$ cat config.mk
export PLATFORM = sky130hd
export DESIGN_NAME = hp_irq_agg
export DESIGN_NICKNAME = d
export VERILOG_FILES = /design/src/rtl/hp_irq_pkg.sv /design/src/rtl/hp_slot_evt.sv /design/src/rtl/hp_irq_ctrl.sv /design/src/rtl/hp_msi_notify.sv /design/src/rtl/hp_irq_agg.sv
export SDC_FILE = /design/constraint.sdc
export NUM_CORES = 1
export LEC_CHECK = 0
export BUFFER_PORTS_ARGS = -buffer_cell sky130_fd_sc_hd__buf_2
export CAP_MARGIN = 0
export CELL_PAD_IN_SITES_DETAIL_PLACEMENT = 0
export CELL_PAD_IN_SITES_GLOBAL_PLACEMENT = 2
export CORE_MARGIN = 2
export CORE_UTILIZATION = 35
export DETAILED_ROUTE_END_ITERATION = 7
export PLACE_DENSITY_LB_ADDON = 0.15
export SETUP_SLACK_MARGIN = 0.02
export SLEW_MARGIN = 20
export SYNTH_ARGS = -nofsm -noshare
export SYNTH_HDL_FRONTEND = slang
export SYNTH_SLANG_ARGS = --single-unit
export TNS_END_PERCENT = 30
$ cat constraint.sdc
create_clock -name clk_i -period 3.9 [get_ports clk_i]
set_input_delay 0.78 -clock clk_i [delete_from_list [all_inputs] [get_ports clk_i]]
set_output_delay 0.78 -clock clk_i [all_outputs]
set_load 0.1 [all_outputs]
$ cat src/rtl/hp_irq_pkg.sv
package hp_irq_pkg;
  localparam int unsigned EVT_W      = 5;   // latched event kinds per slot
  localparam int unsigned DIS_W      = 7;   // mask byte width per slot
  localparam int unsigned DIS_LSB    = 8;   // mask field position in slot word
  localparam int unsigned GDIS_W     = 4;   // writable global mask bits
  localparam int unsigned B_INT_DIS  = 0;
  localparam int unsigned B_CMD_DIS  = 2;
  localparam int unsigned B_CMD_DET  = 16;
  localparam int unsigned B_ARB_DET  = 17;
  localparam int unsigned A_CTRL     = 0;
  localparam int unsigned A_LOC      = 1;
  localparam int unsigned A_SLOT0    = 2;
endpackage

$ cat src/rtl/hp_slot_evt.sv
module hp_slot_evt
  import hp_irq_pkg::*;
(
  input  logic             clk_i,
  input  logic             rst_ni,
  input  logic [EVT_W-1:0] set_i,
  input  logic             wr_i,
  input  logic [EVT_W-1:0] clr_i,
  input  logic [DIS_W-1:0] dis_i,
  output logic [EVT_W-1:0] latch_o,
  output logic [DIS_W-1:0] dis_o,
  output logic             pend_o
);
  logic [EVT_W-1:0] latch_q;
  logic [DIS_W-1:0] dis_q;
  logic [EVT_W-1:0] clr_m;

  assign clr_m = wr_i ? clr_i : '0;

  always_ff @(posedge clk_i or negedge rst_ni) begin
    if (!rst_ni) begin
      latch_q <= '0;
      dis_q   <= '1;
    end else begin
      latch_q <= (latch_q & ~clr_m) | set_i;  // set wins
      if (wr_i) dis_q <= dis_i;
    end
  end

  assign latch_o = latch_q;
  assign dis_o   = dis_q;
  assign pend_o  = |(latch_q & ~dis_q[EVT_W-1:0]);
endmodule

$ cat src/rtl/hp_irq_ctrl.sv
module hp_irq_ctrl
  import hp_irq_pkg::*;
(
  input  logic              clk_i,
  input  logic              rst_ni,
  input  logic              wr_i,
  input  logic [GDIS_W-1:0] dis_i,
  input  logic              clr_cmd_i,
  input  logic              clr_arb_i,
  input  logic              cmd_done_i,
  input  logic              arb_err_i,
  output logic [31:0]       ctrl_o
);
  logic [GDIS_W-1:0] dis_q;
  logic              cmd_q, arb_q;

  always_ff @(posedge clk_i or negedge rst_ni) begin
    if (!rst_ni) begin
      dis_q <= '1;
      cmd_q <= 1'b0;
      arb_q <= 1'b0;
    end else begin
      if (wr_i) dis_q <= dis_i;
      cmd_q <= (cmd_q & ~(wr_i & clr_cmd_i)) | cmd_done_i;
      arb_q <= (arb_q & ~(wr_i & clr_arb_i)) | arb_err_i;
    end
  end

  always_comb begin
    ctrl_o                  = '0;
    ctrl_o[GDIS_W-1:0]      = dis_q;
    ctrl_o[B_CMD_DET]       = cmd_q;
    ctrl_o[B_ARB_DET]       = arb_q;
  end
endmodule

$ cat src/rtl/hp_msi_notify.sv
module hp_msi_notify (
  input  logic clk_i,
  input  logic rst_ni,
  input  logic level_i,
  input  logic msi_en_i,
  output logic irq_o,
  output logic msi_req_o
);
  logic last_q;

  always_ff @(posedge clk_i or negedge rst_ni) begin
    if (!rst_ni) last_q <= 1'b0;
    else         last_q <= level_i;
  end

  assign msi_req_o = msi_en_i & (level_i ^ last_q);
  assign irq_o     = level_i & ~msi_en_i;
endmodule

$ cat src/rtl/hp_irq_agg.sv
module hp_irq_agg
  import hp_irq_pkg::*;
#(
  parameter int unsigned NUM_SLOTS = 8,
  parameter int unsigned ADDR_W    = $clog2(NUM_SLOTS + 3)
) (
  input  logic                       clk_i,
  input  logic                       rst_ni,
  input  logic                       wr_en_i,
  input  logic [ADDR_W-1:0]          wr_addr_i,
  input  logic [31:0]                wr_data_i,
  input  logic [ADDR_W-1:0]          rd_addr_i,
  output logic [31:0]                rd_data_o,
  input  logic [NUM_SLOTS*EVT_W-1:0] evt_set_i,
  input  logic                       cmd_done_i,
  input  logic                       arb_err_i,
  input  logic                       msi_en_i,
  output logic [NUM_SLOTS:0]         locator_o,
  output logic                       irq_o,
  output logic                       msi_req_o
);
  localparam int unsigned LOC_W = NUM_SLOTS + 1;

  logic [NUM_SLOTS*EVT_W-1:0] latch_flat;
  logic [EVT_W-1:0]           latch [NUM_SLOTS];
  logic [DIS_W-1:0]           dis   [NUM_SLOTS];
  logic [NUM_SLOTS-1:0]       pend;
  logic [31:0]                ctrl_q;
  logic [LOC_W-1:0]           loc;
  logic                       level;
  logic                       unused_wdata;

  assign unused_wdata = ^{wr_data_i[31:18], wr_data_i[15], wr_data_i[7:5]};

  for (genvar s = 0; s < NUM_SLOTS; s++) begin : g_slot
    logic wr_s;
    assign wr_s = wr_en_i && (wr_addr_i == ADDR_W'(A_SLOT0 + s));
    hp_slot_evt u_slot (
      .clk_i  (clk_i),
      .rst_ni (rst_ni),
      .set_i  (evt_set_i[s*EVT_W +: EVT_W]),
      .wr_i   (wr_s),
      .clr_i  (wr_data_i[EVT_W-1:0]),
      .dis_i  (wr_data_i[DIS_LSB +: DIS_W]),
      .latch_o(latch[s]),
      .dis_o  (dis[s]),
      .pend_o (pend[s])
    );
    assign latch_flat[s*EVT_W +: EVT_W] = latch[s];
  end

  logic wr_ctrl;
  assign wr_ctrl = wr_en_i && (wr_addr_i == ADDR_W'(A_CTRL));

  hp_irq_ctrl u_ctrl (
    .clk_i     (clk_i),
    .rst_ni    (rst_ni),
    .wr_i      (wr_ctrl),
    .dis_i     (wr_data_i[GDIS_W-1:0]),
    .clr_cmd_i (wr_data_i[B_CMD_DET]),
    .clr_arb_i (wr_data_i[B_ARB_DET]),
    .cmd_done_i(cmd_done_i),
    .arb_err_i (arb_err_i),
    .ctrl_o    (ctrl_q)
  );

  assign loc[0]         = ctrl_q[B_CMD_DET] & ~ctrl_q[B_CMD_DIS];
  assign loc[LOC_W-1:1] = pend;
  assign level          = ~ctrl_q[B_INT_DIS] & (|loc);
  assign locator_o      = loc;

  hp_msi_notify u_msi (
    .clk_i    (clk_i),
    .rst_ni   (rst_ni),
    .level_i  (level),
    .msi_en_i (msi_en_i),
    .irq_o    (irq_o),
    .msi_req_o(msi_req_o)
  );

  always_comb begin
    rd_data_o = '0;
    if (rd_addr_i == ADDR_W'(A_CTRL)) rd_data_o = ctrl_q;
    if (rd_addr_i == ADDR_W'(A_LOC))  rd_data_o = 32'(loc);
    for (int s = 0; s < int'(NUM_SLOTS); s++) begin
      if (rd_addr_i == ADDR_W'(A_SLOT0 + s))
        rd_data_o = {17'b0, dis[s], 3'b0, latch[s]};
    end
  end
endmodule

==> results.cfg <==
[cts]
clockBufferDepth = 2
cts_tree = yes
clk_latency_ns = 0.35
clockRootBuffer = clkbuf_16
htree_levels = 3
cts.sinks = 103
cts_setup_buffers = 0
post_cts_resized = 0
hold_buffers = 0
cts.reportedPaths.clkPinSlew_ns = 0.07
cts_made_buffers = 9

[finish]
finish.net_count = 743
stdcell_area_um2 = 6580
area_delta_synth_final_pct = 20.2
num_antenna_cells = 0
layout-drive-gt1-share_pct = 35.8
fill_cells = 1551

[global_routing]
grt_max_degree = 66
grt_usage_pct = 22.7
grt_pass1_wl_um = 27500
overflow = 0
grt_pass1_vias = 4622
antenna_found_initial = 0

[hold_path]
min_from = u_ctrl.dis_q[1]$_DFFE_PN1P_
hp-class = flip-flop to flip-flop
whs_path_depth = 2
hold_end = u_ctrl.dis_q[1]$_DFFE_PN1P_

[synthesis]
syn_inst = 568
synth_top_flop_cell = dfstp_2
ys_types = 45
yosys_warnings = 0
synth.ff_latch_count = 103
seq_area_frac_synth_pct = 48.5
syn_area_um2 = 5470
synth-edff-count = 0
syn_area_per_cell_um2 = 9.63
synthArstFlopShare_pct = 100

[drt]
drtIter0Drc = 376
via_count = 4613
drtAntennaViolNets = 0
drtPass1Iterations = 8
wl_per_cell_um = 20.9
wirelength_um = 18200
via_per_inst = 5.28
drc = 0

[setup_path]
r2r-end = u_msi.last_q$_DFF_PN0_
cp.required_ns = 3.12
cp-start-kind = flip-flop
r2r_start = g_slot[4].u_slot.dis_o[0]$_DFFE_PN1P_
critPathArrivalTime_ns = 2.85
r2r_slack_ns = 1.88
crit_path_end_kind = primary output
crit_fanout = 3
r2r_cells = 5
critical_path_class = flip-flop to primary output

[timing]
tightest_slew_ns = 1.07
finalHoldViolCount = 0
fin_skew_ns = 0.00880
period_share_pct = 93.1
grt_setup_unrepaired = no
max_freq_mhz = 275
post-route-min-period_ns = 3.63
finalMaxSlewViolations = 0
relSlewSlack_pct = 28.2
setup-tns-final_ns = 0
setup_viol = 0

[die]
core_area_um2 = 15300
die_w_um = 129
die_height_um = 129
start_util_pct = 35.9
die_area_um2 = 16600
rows = 45
ioPinCount = 129

[power_and_ir_drop]
power.density_nw_per_um2 = 477
vdd_ir_drop_max_v = 0.000292
p_leak_nw = 2.71

[placement]
port_buffers = 95
place_area_um2 = 6270
place.gp.congestion = 0.922
hpwl_um = 13400

[job]
drv_cap = 0

[status]
status = finished clean
## layer usage
| layer | GRT usage, % | vias up | wire length (um) |
|---|---|---|---|
| li1 | - | 2131 | - |
| met1 | 32.5 | 2290 | 8320 |
| met4 | 6.33 | 0 | 371 |
| met3 | 4.67 | 22 | 1220 |
| met5 | 0 | - | 0 |
| met2 | 35.0 | 170 | 8310 |
## worst max path at each step
stage,cells after the start,endpoint,slack [ns],startpoint
3_3_place_gp,8,rd_data_o[14],0.40,rd_addr_i[2]
3_5_place_dp,8,rd_data_o[9],0.40,rd_addr_i[0]
6_report,7,msi_req_o,0.27,g_slot[4].u_slot.dis_o[0]$_DFFE_PN1P_
4_1_cts,7,msi_req_o,0.25,g_slot[4].u_slot.dis_o[0]$_DFFE_PN1P_
5_1_grt,7,msi_req_o,0.16,g_slot[4].u_slot.dis_o[0]$_DFFE_PN1P_
2_1_floorplan,4,msi_req_o,-0.64,u_ctrl.cmd_q$_DFF_PN0_
## layout by cell type (no fill, tap or decap), drive strengths merged, types with 2 or more instances in the layout
cell type,n
a21bo,3
a21o,43
a21oi,16
a221o,2
a221oi,3
a222oi,13
a22o,2
a22oi,2
a31oi,3
a32oi,4
and2,3
and3,5
buf,114
clkbuf,11
clkinv,2
conb,15
dfrtp,43
dfstp,60
inv,42
mux2,35
mux2i,5
nand2,103
nand2b,8
nand3b,2
nor2,27
nor2b,7
nor3,9
o211ai,2
o21a,3
o21ai,49
o221ai,13
o22ai,3
## report_power, final
group	internal, mW	switching [mW]	leakage, nW
logic	0.254	0.535	1.55
clock network	0.516	0.408	0.146
registers	1.33	0.0991	1.01
total	2.10	1.04	2.71
## synth_stat cells, types with 6 or more instances
| cell type | count | area (um2) |
|---|---|---|
| buf_2 | 9 | 45.0 |
| mux2_2 | 35 | 394 |
| nand2b_1 | 8 | 50.1 |
| inv_1 | 41 | 154 |
| nand2_1 | 103 | 387 |
| a222oi_1 | 13 | 130 |
| nor2_1 | 25 | 93.8 |
| buf_4 | 25 | 188 |
| nor2b_1 | 7 | 43.8 |
| a21o_1 | 43 | 323 |
| clkbuf_1 | 15 | 56.3 |
| o221ai_1 | 11 | 96.3 |
| dfrtp_1 | 43 | 1080 |
| o21ai_0 | 49 | 245 |
| dfstp_2 | 60 | 1580 |
| a21oi_1 | 16 | 80.1 |
| nor3_1 | 6 | 30.0 |
## flip-flops by register name, summed over array words and instances (netlist names)
signal                 flops
g_slot.u_slot.dis_o       56
g_slot.u_slot.latch_o     40
u_ctrl.arb_q               1
u_ctrl.cmd_q               1
u_ctrl.dis_q               4
u_msi.last_q               1
## cell families (layout without fill, tap and decap cells)
family | after synthesis | after routing | synth area share, %
AOI/OAI and AO/OA | 164 | 164 | 21.0
other | 1 | 15 | 0.0685
DFF | 103 | 103 | 48.5
and+or+nand+nor | 168 | 168 | 13.7
muxes | 41 | 41 | 8.60
buffers and inverters | 91 | 171 | 8.16
## critical path, stage by stage (launching register included)
cell      delay [ns]
dfstp_2         0.54
inv_1           0.06
a222oi_1        0.46
o221ai_2        0.30
nor4_2          0.34
a31oi_1         0.18
mux2i_1         0.18
buf_2           0.44
## per-stage QoR
stage          total power, mW  util, %  instances  hold WS [ns]  worst slack [ns]
3_5_place_dp              2.23     41.1        857         0.450             0.398
3_3_place_gp              2.22     41.1        857         0.450             0.402
2_1_floorplan             1.97        -        582         0.439            -0.640
4_1_cts                   3.17     43.1        873         0.461             0.252
5_1_grt                   3.27     43.1        873         0.475             0.164
6_report                  3.14     43.1        873         0.459             0.270
## cell type report
| type | instances | area, um2 | share of cell area [%] |
|---|---|---|---|
| timing repair buffer | 114 | 771 | 11.7 |
| sequential | 103 | 2650 | 40.3 |
| multi-input combinational | 388 | 2440 | 37.1 |
| inverter | 41 | 154 | 2.34 |
| tap | 211 | 264 | 4.01 |
| clock inverter | 5 | 56.3 | 0.856 |
| clock buffer | 11 | 243 | 3.69 |
Power figures use the tool's default switching activity.
